`config.mk`:
```
export PLATFORM = sky130hd
export DESIGN_NAME = gpio_irq_bank
export DESIGN_NICKNAME = d
export VERILOG_FILES = /design/src/rtl/gpio_bank_pkg.sv /design/src/rtl/gpio_bank_sync.sv /design/src/rtl/gpio_bank_detect.sv /design/src/rtl/gpio_bank_mux.sv /design/src/rtl/gpio_bank_regs.sv /design/src/rtl/gpio_irq_bank.sv
export SDC_FILE = /design/constraint.sdc
export NUM_CORES = 1
export LEC_CHECK = 0
export CAP_MARGIN = 15
export CELL_PAD_IN_SITES_DETAIL_PLACEMENT = 0
export CELL_PAD_IN_SITES_GLOBAL_PLACEMENT = 2
export CORE_ASPECT_RATIO = 1.75
export CORE_MARGIN = 2
export CORE_UTILIZATION = 40
export DETAILED_ROUTE_END_ITERATION = 10
export DONT_BUFFER_PORTS = 1
export PLACE_DENSITY = 0.91
export SLEW_MARGIN = 20
export SYNTH_ARGS = -nofsm -noshare
export SYNTH_HDL_FRONTEND = slang
export SYNTH_SLANG_ARGS = --single-unit
```
`constraint.sdc`:
```
create_clock -name clk -period 3.85 [get_ports clk]
set_input_delay 0.9625 -clock clk [delete_from_list [all_inputs] [get_ports clk]]
set_output_delay 0.9625 -clock clk [all_outputs]
set_load 0.05 [all_outputs]
```
`src/rtl/gpio_bank_pkg.sv`:
```
`timescale 1ns/1ps
package gpio_bank_pkg;

    localparam int BUS_W  = 32;
    localparam int ADDR_W = 8;

    // access kind in the low nibble of the address
    localparam logic [3:0] ACC_BASE = 4'h0;
    localparam logic [3:0] ACC_SET  = 4'h4;
    localparam logic [3:0] ACC_CLR  = 4'h8;

    // register groups in the high nibble
    localparam logic [3:0] GRP_PIN  = 4'h0;
    localparam logic [3:0] GRP_DATA = 4'h1;
    localparam logic [3:0] GRP_MASK = 4'h2;
    localparam logic [3:0] GRP_PULL = 4'h3;
    localparam logic [3:0] GRP_FUNC = 4'h4;
    localparam logic [3:0] GRP_SEL  = 4'h5;
    localparam logic [3:0] GRP_DIR  = 4'h6;
    localparam logic [3:0] GRP_TRIG = 4'h7;
    localparam logic [3:0] GRP_FLAG = 4'h8;

    typedef struct packed {
        logic [BUS_W-1:0] data;
        logic [BUS_W-1:0] mask;
        logic [BUS_W-1:0] pull;
        logic [BUS_W-1:0] func;
        logic [BUS_W-1:0] sel;
        logic [BUS_W-1:0] dir;
        logic [BUS_W-1:0] trig;
    } ctrl_t;

    typedef enum logic [2:0] {
        MODE_GPIO,
        MODE_IRQ,
        MODE_ALT1,
        MODE_ALT2,
        MODE_ALT3
    } pin_mode_e;

    function automatic pin_mode_e pin_mode(input logic fen, input logic sel, input logic trig);
        if (!fen)      return sel ? MODE_IRQ : MODE_GPIO;
        else if (!sel) return MODE_ALT1;
        else           return trig ? MODE_ALT3 : MODE_ALT2;
    endfunction

    // apply a set or clear alias write to one control register
    function automatic logic [BUS_W-1:0] apply_wr(
        input logic [BUS_W-1:0]  cur,
        input logic [BUS_W-1:0]  wd,
        input logic              we,
        input logic [ADDR_W-1:0] addr,
        input logic [3:0]        grp,
        input logic [BUS_W-1:0]  impl
    );
        logic [BUS_W-1:0] nxt;
        nxt = cur;
        if (we && addr[7:4] == grp) begin
            if (addr[3:0] == ACC_SET)      nxt = cur | wd;
            else if (addr[3:0] == ACC_CLR) nxt = cur & ~wd;
        end
        return nxt & impl;
    endfunction

endpackage

```
`src/rtl/gpio_bank_sync.sv`:
```
`timescale 1ns/1ps
module gpio_bank_sync #(
    parameter int W = 32
) (
    input  logic         clk,
    input  logic         rst,
    input  logic [W-1:0] raw,
    output logic [W-1:0] lvl,
    output logic [W-1:0] prv
);
    logic [W-1:0] meta_q, lvl_q, prv_q;

    always_ff @(posedge clk) begin
        if (rst) begin
            meta_q <= '0;
            lvl_q  <= '0;
            prv_q  <= '0;
        end else begin
            meta_q <= raw;
            lvl_q  <= meta_q;
            prv_q  <= lvl_q;
        end
    end

    assign lvl = lvl_q;
    assign prv = prv_q;
endmodule

```
`src/rtl/gpio_bank_detect.sv`:
```
`timescale 1ns/1ps
module gpio_bank_detect
    import gpio_bank_pkg::*;
#(
    parameter int NUM_PINS = 32
) (
    input  logic [NUM_PINS-1:0] func,
    input  logic [NUM_PINS-1:0] sel,
    input  logic [NUM_PINS-1:0] dir,
    input  logic [NUM_PINS-1:0] trig,
    input  logic [NUM_PINS-1:0] lvl,
    input  logic [NUM_PINS-1:0] prv,
    output logic [NUM_PINS-1:0] evt
);
    for (genvar i = 0; i < NUM_PINS; i++) begin : g_pin
        pin_mode_e mode;
        logic      lvl_hit, edge_hit;
        assign mode     = pin_mode(func[i], sel[i], trig[i]);
        assign lvl_hit  = (lvl[i] == dir[i]);
        assign edge_hit = dir[i] ? (lvl[i] & ~prv[i]) : (~lvl[i] & prv[i]);
        assign evt[i]   = (mode == MODE_IRQ) && (trig[i] ? edge_hit : lvl_hit);
    end
endmodule

```
`src/rtl/gpio_bank_mux.sv`:
```
`timescale 1ns/1ps
module gpio_bank_mux
    import gpio_bank_pkg::*;
#(
    parameter int NUM_PINS = 32
) (
    input  logic                clk,
    input  logic                rst,
    input  logic [NUM_PINS-1:0] func,
    input  logic [NUM_PINS-1:0] sel,
    input  logic [NUM_PINS-1:0] dir,
    input  logic [NUM_PINS-1:0] trig,
    input  logic [NUM_PINS-1:0] data,
    input  logic [NUM_PINS-1:0] a1_out,
    input  logic [NUM_PINS-1:0] a1_oe,
    input  logic [NUM_PINS-1:0] a2_out,
    input  logic [NUM_PINS-1:0] a2_oe,
    input  logic [NUM_PINS-1:0] a3_out,
    input  logic [NUM_PINS-1:0] a3_oe,
    output logic [NUM_PINS-1:0] pin_out,
    output logic [NUM_PINS-1:0] pin_oe
);
    for (genvar i = 0; i < NUM_PINS; i++) begin : g_pin
        pin_mode_e mode;
        assign mode = pin_mode(func[i], sel[i], trig[i]);
        always_comb begin
            case (mode)
                MODE_GPIO: begin pin_out[i] = data[i];   pin_oe[i] = dir[i];   end
                MODE_ALT1: begin pin_out[i] = a1_out[i]; pin_oe[i] = a1_oe[i]; end
                MODE_ALT2: begin pin_out[i] = a2_out[i]; pin_oe[i] = a2_oe[i]; end
                MODE_ALT3: begin pin_out[i] = a3_out[i]; pin_oe[i] = a3_oe[i]; end
                default:   begin pin_out[i] = data[i];   pin_oe[i] = 1'b0;     end
            endcase
        end
    end


    irq_pin_no_drive_chk: assert property (@(posedge clk) disable iff (rst)
        ((~func & sel & pin_oe) == '0));
endmodule

```
`src/rtl/gpio_bank_regs.sv`:
```
`timescale 1ns/1ps
module gpio_bank_regs
    import gpio_bank_pkg::*;
#(
    parameter int NUM_PINS = 32
) (
    input  logic                clk,
    input  logic                rst,
    input  logic [ADDR_W-1:0]   addr,
    input  logic                we,
    input  logic [BUS_W-1:0]    wdata,
    input  logic                re,
    output logic [BUS_W-1:0]    rdata,
    input  logic [NUM_PINS-1:0] pin_lvl,
    input  logic [NUM_PINS-1:0] evt,
    output ctrl_t               ctrl,
    output logic [BUS_W-1:0]    flag
);
    localparam logic [BUS_W-1:0] IMPL = {BUS_W{1'b1}} >> (BUS_W - NUM_PINS);

    logic [BUS_W-1:0] lvl_w, evt_w, ack_w;
    logic             ack_hit;

    assign lvl_w   = BUS_W'(pin_lvl);
    assign evt_w   = BUS_W'(evt);
    assign ack_hit = we && addr[7:4] == GRP_FLAG && addr[3:0] == ACC_CLR;
    assign ack_w   = ack_hit ? wdata : '0;

    always_ff @(posedge clk) begin
        if (rst) begin
            ctrl <= '0;
            flag <= '0;
        end else begin
            ctrl.data <= apply_wr(ctrl.data, wdata, we, addr, GRP_DATA, IMPL);
            ctrl.mask <= apply_wr(ctrl.mask, wdata, we, addr, GRP_MASK, IMPL);
            ctrl.pull <= apply_wr(ctrl.pull, wdata, we, addr, GRP_PULL, IMPL);
            ctrl.func <= apply_wr(ctrl.func, wdata, we, addr, GRP_FUNC, IMPL);
            ctrl.sel  <= apply_wr(ctrl.sel,  wdata, we, addr, GRP_SEL,  IMPL);
            ctrl.dir  <= apply_wr(ctrl.dir,  wdata, we, addr, GRP_DIR,  IMPL);
            ctrl.trig <= apply_wr(ctrl.trig, wdata, we, addr, GRP_TRIG, IMPL);
            // a new event overrides an acknowledge on the same bit
            flag      <= ((flag & ~ack_w) | evt_w) & IMPL;
        end
    end

    always_comb begin
        rdata = '0;
        if (re && addr[3:0] == ACC_BASE) begin
            case (addr[7:4])
                GRP_PIN:  rdata = lvl_w;
                GRP_DATA: rdata = ctrl.data;
                GRP_MASK: rdata = ctrl.mask;
                GRP_PULL: rdata = ctrl.pull;
                GRP_FUNC: rdata = ctrl.func;
                GRP_SEL:  rdata = ctrl.sel;
                GRP_DIR:  rdata = ctrl.dir;
                GRP_TRIG: rdata = ctrl.trig;
                GRP_FLAG: rdata = flag;
                default:  rdata = '0;
            endcase
        end
    end


    base_write_ignored_chk: assert property (@(posedge clk) disable iff (rst)
        (we && addr[3:0] == ACC_BASE) |=> $stable(ctrl));


    data_set_alias_chk: assert property (@(posedge clk) disable iff (rst)
        (we && addr == {GRP_DATA, ACC_SET}) |=>
        ((ctrl.data & $past(wdata) & IMPL) == ($past(wdata) & IMPL)));


    event_beats_clear_chk: assert property (@(posedge clk) disable iff (rst)
        (|evt_w) |=> ((flag & $past(evt_w)) == $past(evt_w)));
endmodule

```
`src/rtl/gpio_irq_bank.sv`:
```
`timescale 1ns/1ps
module gpio_irq_bank
    import gpio_bank_pkg::*;
#(
    parameter int NUM_PINS = 32
) (
    input  logic                clk,
    input  logic                rst,
    input  logic [7:0]          bus_addr,
    input  logic                wr_en,
    input  logic [31:0]         wr_data,
    input  logic                rd_en,
    output logic [31:0]         rd_data,
    input  logic [NUM_PINS-1:0] pin_in,
    output logic [NUM_PINS-1:0] pin_out,
    output logic [NUM_PINS-1:0] pin_oe,
    output logic [NUM_PINS-1:0] pull_en,
    input  logic [NUM_PINS-1:0] alt1_out,
    input  logic [NUM_PINS-1:0] alt1_oe,
    input  logic [NUM_PINS-1:0] alt2_out,
    input  logic [NUM_PINS-1:0] alt2_oe,
    input  logic [NUM_PINS-1:0] alt3_out,
    input  logic [NUM_PINS-1:0] alt3_oe,
    output logic                irq
);
    ctrl_t               ctrl;
    logic [BUS_W-1:0]    flag;
    logic [NUM_PINS-1:0] lvl, prv, evt;

    gpio_bank_sync #(.W(NUM_PINS)) u_sync (
        .clk(clk), .rst(rst), .raw(pin_in), .lvl(lvl), .prv(prv)
    );

    gpio_bank_detect #(.NUM_PINS(NUM_PINS)) u_detect (
        .func(ctrl.func[NUM_PINS-1:0]), .sel(ctrl.sel[NUM_PINS-1:0]),
        .dir(ctrl.dir[NUM_PINS-1:0]),   .trig(ctrl.trig[NUM_PINS-1:0]),
        .lvl(lvl), .prv(prv), .evt(evt)
    );

    gpio_bank_regs #(.NUM_PINS(NUM_PINS)) u_regs (
        .clk(clk), .rst(rst), .addr(bus_addr), .we(wr_en), .wdata(wr_data),
        .re(rd_en), .rdata(rd_data), .pin_lvl(lvl), .evt(evt),
        .ctrl(ctrl), .flag(flag)
    );

    gpio_bank_mux #(.NUM_PINS(NUM_PINS)) u_mux (
        .clk(clk), .rst(rst),
        .func(ctrl.func[NUM_PINS-1:0]), .sel(ctrl.sel[NUM_PINS-1:0]),
        .dir(ctrl.dir[NUM_PINS-1:0]),   .trig(ctrl.trig[NUM_PINS-1:0]),
        .data(ctrl.data[NUM_PINS-1:0]),
        .a1_out(alt1_out), .a1_oe(alt1_oe),
        .a2_out(alt2_out), .a2_oe(alt2_oe),
        .a3_out(alt3_out), .a3_oe(alt3_oe),
        .pin_out(pin_out), .pin_oe(pin_oe)
    );

    assign pull_en = ~ctrl.pull[NUM_PINS-1:0];
    assign irq     = |(flag & ~ctrl.mask);


    irq_rise_cause_chk: assert property (@(posedge clk) disable iff (rst)
        $rose(irq) |-> ((flag != $past(flag)) || (ctrl.mask != $past(ctrl.mask))));
endmodule

```
==> impl_summary.log, run 1 <==
[metrics] result of the run: finished, final reports clean
[metrics] number of enable-type register cells in the synthesized netlist: 0
[metrics] Core ar.: 43090 sq um
[metrics] final clock skew: 0.01147 ns
[metrics] drt total wl: 65.40 mm
[metrics] dominant delay contributor by cell family on the critical path: buffers and inverters
[metrics] P&R area growth vs syn: 11.50%
[metrics] startpoint of the lowest-slack hold path: u_sync.meta_q[19]
[metrics] total met2 wirelength after detailed routing: 32.86 mm
[metrics] clk buf depth: 3
[metrics] Inserted Clock Buffers: 34
[metrics] number of maximum-capacitance constraint violations: 0
[metrics] half-perimeter wire length after detailed placement: 44.98 mm
[metrics] cell type with the largest total area after synthesis: dfxtp_1
[metrics] Largest stage delay, worst path: 0.38 ns
[metrics] x dimension of the die: 161.4 um
[metrics] reported leakage power: 6.196 nW
[metrics] height of the chip: 279.5 um
[metrics] Worst setup startpoint: bus_addr[4]
[metrics] Post-Syn Nets: 2300
[metrics] area of the die: 45120 sq um
[metrics] top flip-flop cell by instance count after synthesis: dfxtp_1
[metrics] maximum clock frequency: 278.0 MHz
[metrics] ordered list of cells on the worst path: or2_2 -> o21ai_0 -> nand3_2 -> buf_4 -> a31oi_1 -> buf_4
[metrics] DRC violation count after routing: 0
[metrics] top library cells by usage in the layout, fill and taps aside: 368 x a21oi_1, 352 x dfxtp_1, 224 x a211oi_1
[metrics] fraction of the cycle the final worst path needs: 0.9343
[metrics] routed via count: 15630
[metrics] number of hold-slack violations in the final timing report: 0
[metrics] DR top layer: met4
[metrics] worst endpoint data arrival time: 2.63 ns
[metrics] CTS clock-pin slew for the worst setup and hold paths: 0.06 ns
[metrics] Synth cell types: 48
[metrics] quantity of I/O buffers inserted on ports: 0
[metrics] CTS Sinks: 352
[metrics] I/O Pins: 397
[metrics] element type at the critical path start: input port
[metrics] initial standard-cell utilization of the core: 0.4026
[metrics] Congestion Overflow GR: 0
[metrics] master cell of the clock root buffer: clkbuf_16
[metrics] share of the synthesized area in the top cell type: 0.4062
[metrics] worst min-delay path category: flop to flop
[metrics] instance count of the mapped netlist: 2032
[metrics] via count of the first global-routing pass: 15010
[metrics] hold_buf cts: 0
[metrics] worst-case vdd ir drop: 0.3117 mV
[metrics] cell area after synthesis: 17350 sq um
[metrics] global-route wire length before repair: 94.63 mm
[metrics] post-layout min period: 3.597 ns
[metrics] actual slew at the worst max-slew pin: 1.174 ns
[metrics] pin count of the biggest net entering global routing: 353
[metrics] power density over the cells: 383.0 nW/um^2
[metrics] average via count per standard cell: 6.166
[metrics] Setup Viol. Count Final: 0
[metrics] layout net count: 2215
[metrics] Worst Path Buf+Inv: 2
[metrics] length of routed met3 wiring: 4.982 mm
[metrics] final-layout setup total negative slack: 0 ns
[metrics] classification of the worst setup path: input port to output pin
[metrics] Synth Warn #: 0
[metrics] headroom to the max-slew limit: 0.2176
[metrics] #FFs+latches synth: 352
[metrics] Syn Area/Cell: 8.537 sq um
[metrics] post-cts sizing count: 0
[metrics] Post-DRT Antenna Nets: 0
[metrics] slack of the critical path: 0.2528 ns
[metrics] final count of pins violating max slew: 0
[metrics] proportion of synthesized chip area in sequential cells: 0.4062
[metrics] post-synthesis async set-or-reset flop share: 0
[metrics] setup repair after global routing missed its margin: no
[metrics] clock latency reported for the late side of the worst-skew pair: 0.53 ns
[metrics] most common library cell in the layout ignoring fill and taps: a21oi_1
[metrics] worst-case setup slack after placement: 0.2969 ns
[metrics] H-tree levels: 2
[metrics] M1 wire length: 24.03 mm
[metrics] Core Rows: 101
[metrics] placer congestion estimate: 0.8511
[metrics] final routed wire length divided by cell count: 25.80 um
[metrics] router iterations before antenna repair: 6
[metrics] cell repeated most along the worst path: buf_4
[metrics] category of the worst setup path capture point: output pin
[metrics] 1st-iter DRT viols: 1407
[metrics] CP Max Fanout: 49
[metrics] fraction of layout cells with a size suffix above 1: 0.1133
[metrics] largest cells by area after synthesis: dfxtp_1 41%, a21oi_1 11%, a211oi_1 9.7%, nor2b_1 5.8%, mux2i_1 5.5%
[metrics] global-route usage over all layers: 0.2776
[metrics] setup repair bufs after CTS: 0
[metrics] slowest stage cell on the critical path: or2_2
[metrics] data required time at the worst endpoint: 2.89 ns
[metrics] TritonCTS clock tree: done
[metrics] post-route core utilization: 0.4489
[metrics] antenna violations before repair: 1
## synthesized netlist by cell type (3+ instances only)
cell type    n
a21oi_1    368
dfxtp_1    352
a211oi_1   224
nor2b_1    162
clkbuf_1   156
nor2_1     112
inv_1       97
mux2i_1     95
nand2_1     72
a22o_1      53
mux2_2      38
buf_2       37
nor3_1      34
o21ai_0     33
o22ai_1     31
o21ai_1     30
a222oi_1    22
a31oi_1     21
a221oi_1    15
mux4_2      15
nand3b_1    12
buf_4        7
nor4_1       5
nor4_4       5
nand2b_1     3
nor3b_2      3
## final timing paths
kind              cells past startpoint  slack [ns]         endpoint
setup reg to reg                      4        2.41  u_regs.flag[31]
hold / removal                        1        0.44   u_sync.lvl[19]
hold reg to reg                       1        0.44   u_sync.lvl[19]
setup / recovery                      6        0.25      rd_data[24]
## cell type report
cell class                 instances  area, sq um
inverter                          97        364.1
timing repair buffer              81        845.8
antenna                            1        2.502
tap                              566        708.2
clock inverter                     7        85.08
sequential                       352         7047
fill                            4202        23750
clock buffer                      50         1015
multi-input combinational       1381         9275
## per-layer routing
metal,global-route usage,vias up
li1,-,7241
met1,0.3136,7509
met4,0.1461,0
met2,0.4902,711
met3,0.05523,171
met5,0,-
## kinds of logic (layout without fill, tap and decap cells)
kind of cell | after synthesis | in the layout | synth area share
AND/OR/NAND/NOR | 428 | 428 | 0.1344
XOR/XNOR | 3 | 3 | 0.001948
flip-flops | 352 | 352 | 0.4062
other | 0 | 1 | 0
buffers and inverters | 299 | 235 | 0.06888
multiplexers | 148 | 148 | 0.09895
AO/OA/AOI/OAI | 802 | 802 | 0.2896
## metrics by stage
stage	power [mW]	instance area, sq um	cells	hold WS [ns]
after detailed placement	4.080	18240	2477	0.4228
final	7.408	19340	2535	0.4363
after global placement	4.072	18240	2477	0.4177
after global routing	7.627	19340	2535	0.4493
after CTS	7.464	19340	2534	0.4376
after floorplan	4.108	17450	2032	0.4138
## report_power, final
part | internal, mW | leakage [nW] | total, mW | switching [mW]
sequential | 3.69 | 2.85 | 3.72 | 0.0347
clock | 1.96 | 0.543 | 3.41 | 1.45
combinational | 0.124 | 2.80 | 0.279 | 0.155
Note: power is estimated with default switching activity, not from simulation.
==> run 2: changes to the inputs <==
Settings changed: PLACE_DENSITY 0.91 to unset, PLACE_DENSITY_LB_ADDON set to 0.2, SLEW_MARGIN 20 to unset.
==> run 2 against run 1 <==
Effect of this change:
- worst setup slack better by 0.053 ns
- register-to-register slack improved by 0.16 ns
- die area unchanged
- count of clock-buffer cells in the layout increased by 2
- sequential power barely moved
- global-route usage rose by 1.6 points
- critical endpoint unchanged
- largest cell class unchanged
==> impl_summary.log, run 2 (synthesis gave the netlist of run 1 again) <==
[metrics] placed instance count: 2481
[metrics] headroom to the max-slew limit: 0.3633
[metrics] Core ar.: 43090 sq um
[metrics] final routed wire length divided by cell count: 26.80 um
[metrics] end point of the most critical hold path: u_sync.lvl[14]
[metrics] pin count of the biggest net entering global routing: 353
[metrics] fraction of layout cells with a size suffix above 1: 0.1215
[metrics] antenna violations before repair: 4
[metrics] layout net count: 2222
[metrics] placer congestion estimate: 0.8612
[metrics] H-tree levels: 2
[metrics] number of hold-slack violations in the final timing report: 0
[metrics] Reg2Reg Capture Point: u_regs.flag[31]
[metrics] P&R area growth vs syn: 12.89%
[metrics] number of maximum-capacitance constraint violations: 0
[metrics] category of the worst setup path capture point: output pin
[metrics] actual slew at the worst max-slew pin: 0.9504 ns
[metrics] power density over the cells: 400.0 nW/um^2
[metrics] final count of pins violating max slew: 0
[metrics] initial standard-cell utilization of the core: 0.4026
[metrics] element type at the critical path start: input port
[metrics] top library cells by usage in the layout, fill and taps aside: 368 x a21oi_1, 352 x dfxtp_1, 224 x a211oi_1
[metrics] average via count per standard cell: 6.082
[metrics] classification of the worst setup path: input port to output pin
[metrics] register-to-register setup slack: 2.57 ns
[metrics] via count of the first global-routing pass: 15140
[metrics] post-cts sizing count: 0
[metrics] quantity of I/O buffers inserted on ports: 0
[metrics] Post-DRT Antenna Nets: 0
[metrics] worst endpoint data arrival time: 2.58 ns
[metrics] setup repair after global routing missed its margin: no
[metrics] hold-critical path depth: 1
[metrics] most common library cell in the layout ignoring fill and taps: a21oi_1
[metrics] DRC violation count after routing: 0
[metrics] CTS Sinks: 352
[metrics] non-filler cells, final: 2552
[metrics] drt total wl: 68.38 mm
[metrics] global-route wire length before repair: 99.54 mm
[metrics] master cell of the clock root buffer: clkbuf_16
[metrics] CP Max Fanout: 49
[metrics] global-route usage over all layers: 0.2936
[metrics] clock latency reported for the late side of the worst-skew pair: 0.54 ns
[metrics] cell area after placement: 18280 sq um
[metrics] worst-case vdd ir drop: 0.2749 mV
[metrics] R2R Path Start: u_sync.lvl[31]
[metrics] clk buf depth: 3
[metrics] TritonCTS clock tree: done
[metrics] total power of the final layout: 7.833 mW
[metrics] height of the chip: 279.5 um
[metrics] area of the die: 45120 sq um
[metrics] data required time at the worst endpoint: 2.89 ns
[metrics] routed via count: 15520
[metrics] final-layout setup total negative slack: 0 ns
[metrics] worst min-delay path category: flop to flop
[metrics] x dimension of the die: 161.4 um
[metrics] 1st-iter DRT viols: 1415
[metrics] fraction of the cycle the final worst path needs: 0.9206
[metrics] setup repair bufs after CTS: 0
[metrics] router iterations before antenna repair: 5
[metrics] startpoint of the lowest-slack hold path: u_sync.meta_q[14]
[metrics] hold_buf cts: 0
[metrics] Core Rows: 101
[metrics] I/O Pins: 397
[metrics] Inserted Clock Buffers: 37
[metrics] Congestion Overflow GR: 0
[metrics] CTS clock-pin slew for the worst setup and hold paths: 0.06 ns
[metrics] reported leakage power: 6.307 nW
[metrics] number of cells traversed by the worst register-to-register path: 4
[metrics] result of the run: finished, final reports clean
[metrics] Setup Viol. Count Final: 0
[metrics] maximum clock frequency: 282.1 MHz
[metrics] finished layout cell area: 19580 sq um
[metrics] final clock skew: 0.01212 ns
[metrics] half-perimeter wire length after detailed placement: 46.85 mm
[metrics] post-layout min period: 3.544 ns
-- run 2: cell types whose count changed in the layout (fill, tap and decap cells not counted), moves of 2 or more --
cell | before | now
clkbuf_16 | 37 | 39
clkbuf_8 | 4 | 7
clkinv_4 | 0 | 2
clkbuf_1 | 9 | 6
bufinv_16 | 2 | 4
buf_4 | 62 | 65
clkinvlp_4 | 0 | 3
diode_2 | 1 | 3
-- run 2: metrics by stage --
stage          hold slack, ns  utilization  setup WS (ns)
6_report               0.4361       0.4545         0.3056
5_1_grt                0.4489       0.4545         0.2770
4_1_cts                0.4365       0.4543         0.3590
3_5_place_dp           0.4212       0.4243         0.3604
3_3_place_gp           0.4186       0.4243         0.4120
2_1_floorplan          0.4138            -        0.01719
-- run 2: area by class of cell --
| type | instances | area [sq um] |
|---|---|---|
| tap | 566 | 708.2 |
| inverter | 97 | 364.1 |
| fill | 4224 | 23510 |
| sequential | 352 | 7047 |
| multi-input combinational | 1381 | 9275 |
| timing repair buffer | 85 | 888.4 |
| clock buffer | 52 | 1095 |
| antenna | 3 | 7.507 |
| clock inverter | 16 | 198.9 |
-- run 2: power by group --
group / switching [mW] / internal, mW
Clock: 1.56 / 2.27
Combinational: 0.153 / 0.125
Sequential: 0.0362 / 3.69
Total: 1.75 / 6.08
-- run 2: critical path: stages --
cell	delay (ns)
or2_2	0.36
o21ai_0	0.24
nand3_2	0.12
buf_4	0.28
a31oi_1	0.32
buf_4	0.26
-- run 2: worst max-delay path by stage --
stage | startpoint | end | slack, ns
after floorplan | bus_addr[7] | rd_data[11] | 0.02
after global placement | bus_addr[4] | rd_data[24] | 0.41
after detailed placement | bus_addr[4] | rd_data[24] | 0.36
after CTS | bus_addr[4] | rd_data[24] | 0.36
after global routing | bus_addr[4] | rd_data[24] | 0.28
final | bus_addr[4] | rd_data[24] | 0.31
-- run 2: routing by layer --
layer,part of all wire,GRT usage,wire [um]
met5,0,0,0
met4,0.048,0.1387,3297
met3,0.069,0.04886,4741
met2,0.51,0.5211,34830
met1,0.37,0.3418,25510
==> run 3: changes to the inputs <==
Settings changed: SETUP_SLACK_MARGIN set to 0.5.
==> run 3 against run 2 <==
Effect of this change:
- clock power shrank 7.6%
- non-clock buffer count grew 3
- via count grew 0.19%
- final cell count shrank 0.27%
- count of clock-buffer cells in the layout grew 3
- critical endpoint is now rd_data[6]
- largest cell class unchanged
- highest routed layer unchanged
==> impl_summary.log, run 3 (synthesis gave the netlist of run 1 again) <==
[metrics] reported leakage power: 6.327 nW
[metrics] 1st-iter DRT viols: 1218
[metrics] quantity of I/O buffers inserted on ports: 0
[metrics] drt total wl: 68.65 mm
[metrics] worst min-delay path category: flop to flop
[metrics] Inserted Clock Buffers: 36
[metrics] x dimension of the die: 161.4 um
[metrics] CTS Sinks: 352
[metrics] router iterations before antenna repair: 7
[metrics] fraction of layout cells with a size suffix above 1: 0.1309
[metrics] height of the chip: 279.5 um
[metrics] pin count of the biggest net entering global routing: 353
[metrics] number of cells traversed by the worst register-to-register path: 4
[metrics] DRC violation count after routing: 0
[metrics] global-route usage over all layers: 0.2956
[metrics] clock latency reported for the late side of the worst-skew pair: 0.53 ns
[metrics] category of the worst setup path capture point: output pin
[metrics] GR Layer Usage met3: 0.04856
[metrics] worst endpoint data arrival time: 2.36 ns
[metrics] initial standard-cell utilization of the core: 0.4026
[metrics] final routed wire length divided by cell count: 26.97 um
[metrics] placer congestion estimate: 0.8616
[metrics] Core Rows: 101
[metrics] Congestion Overflow GR: 0
[metrics] worst-case vdd ir drop: 0.3429 mV
[metrics] antenna violations before repair: 2
[metrics] most common library cell in the layout ignoring fill and taps: a21oi_1
[metrics] master cell of the clock root buffer: clkbuf_16
[metrics] fraction of the cycle the final worst path needs: 0.8622
[metrics] end point of the most critical hold path: u_sync.lvl[12]
[metrics] P&R area growth vs syn: 15.66%
[metrics] I/O Pins: 397
[metrics] final-layout setup total negative slack: 0 ns
[metrics] layout net count: 2224
[metrics] H-tree levels: 2
[metrics] worst hold margin: 0.4358 ns
[metrics] area of the die: 45120 sq um
[metrics] post-layout min period: 3.319 ns
[metrics] headroom to the max-slew limit: 0.2728
[metrics] Post-DRT Antenna Nets: 0
[metrics] setup repair after global routing missed its margin: no
[metrics] routed via count: 15550
[metrics] met1 demand-to-capacity share in global routing: 0.3435
[metrics] actual slew at the worst max-slew pin: 1.063 ns
[metrics] number of hold-slack violations in the final timing report: 0
[metrics] slack of the critical path: 0.5306 ns
[metrics] final clock skew: 0.01501 ns
[metrics] Filler cells: 4139
[metrics] Setup Viol. Count Final: 0
[metrics] global-route wire length before repair: 99.85 mm
[metrics] CTS clock-pin slew for the worst setup and hold paths: 0.06 ns
[metrics] GR Layer Usage met2: 0.5371
[metrics] CP Max Fanout: 49
[metrics] number of maximum-capacitance constraint violations: 0
[metrics] startpoint of the lowest-slack hold path: u_sync.meta_q[12]
[metrics] result of the run: finished, final reports clean
[metrics] top library cells by usage in the layout, fill and taps aside: 359 x a21oi_1, 352 x dfxtp_1, 224 x a211oi_1
[metrics] Core ar.: 43090 sq um
[metrics] final count of pins violating max slew: 0
[metrics] Reg2Reg Capture Point: u_regs.flag[31]
[metrics] clk buf depth: 3
[metrics] data required time at the worst endpoint: 2.89 ns
[metrics] average via count per standard cell: 6.110
[metrics] grt peak-use layer: met2
[metrics] classification of the worst setup path: input port to output pin
[metrics] power density over the cells: 376.8 nW/um^2
[metrics] TritonCTS clock tree: done
[metrics] element type at the critical path start: input port
[metrics] maximum clock frequency: 301.3 MHz
[metrics] antenna diode instance count: 0
[metrics] register-to-register setup slack: 2.10 ns
[metrics] half-perimeter wire length after detailed placement: 46.08 mm
[metrics] worst-case setup slack after placement: 0.1654 ns
[metrics] via count of the first global-routing pass: 15000
[metrics] hold-critical path depth: 1
-- run 3: stage by stage --
stage	utilization	cell area, sq um	instances	total power, mW
floorplan	-	17810	2032	4.113
global placement	0.4365	18810	2478	4.087
detailed placement	0.4365	18810	2478	4.093
CTS	0.4647	20030	2543	7.614
global route	0.4656	20060	2545	7.786
finish	0.4656	20060	2545	7.560
-- run 3: layer usage --
metal  vias to the layer above  part of all wire
met5                         -                 0
met2                       650              0.52
met1                      7496              0.38
met3                       123             0.067
met4                         0             0.037
li1                       7281                 -
-- run 3: worst max path at each step --
stage,startpoint,endpoint,cells after the start
after floorplan,bus_addr[5],rd_data[5],7
after global placement,bus_addr[7],rd_data[20],5
after detailed placement,bus_addr[7],rd_data[20],5
after CTS,bus_addr[4],rd_data[6],6
after global routing,bus_addr[4],rd_data[6],6
final,bus_addr[4],rd_data[6],6
-- run 3: critical path, cell delays in order --
cell	delay (ns)
or2_2	0.38
o21ai_2	0.20
nand3_4	0.11
buf_6	0.24
a31oi_4	0.25
buf_12	0.17
-- run 3: cell type report --
class                           count  area [sq um]  area share
Clock buffer                       55          1104     0.05500
Clock inverter                      6         60.06    0.002993
Inverter                           97         364.1     0.01815
Multi-Input combinational cell   1381          9651      0.4810
Sequential cell                   352          7047      0.3512
Tap cell                          566         708.2     0.03530
Timing Repair Buffer               88          1131     0.05637
-- run 3: repair_timing --
item	4_1_cts	5_1_grt
buffers inserted	4	2
endpoints found under the setup margin	31	17
hold buffers	0	0
pin swaps	4	1
gates resized for setup	8	2
-- run 3: report_power, final --
part           internal, mW  switching [mW]
Sequential             3.69          0.0351
Clock                  2.04            1.50
Combinational         0.131           0.166
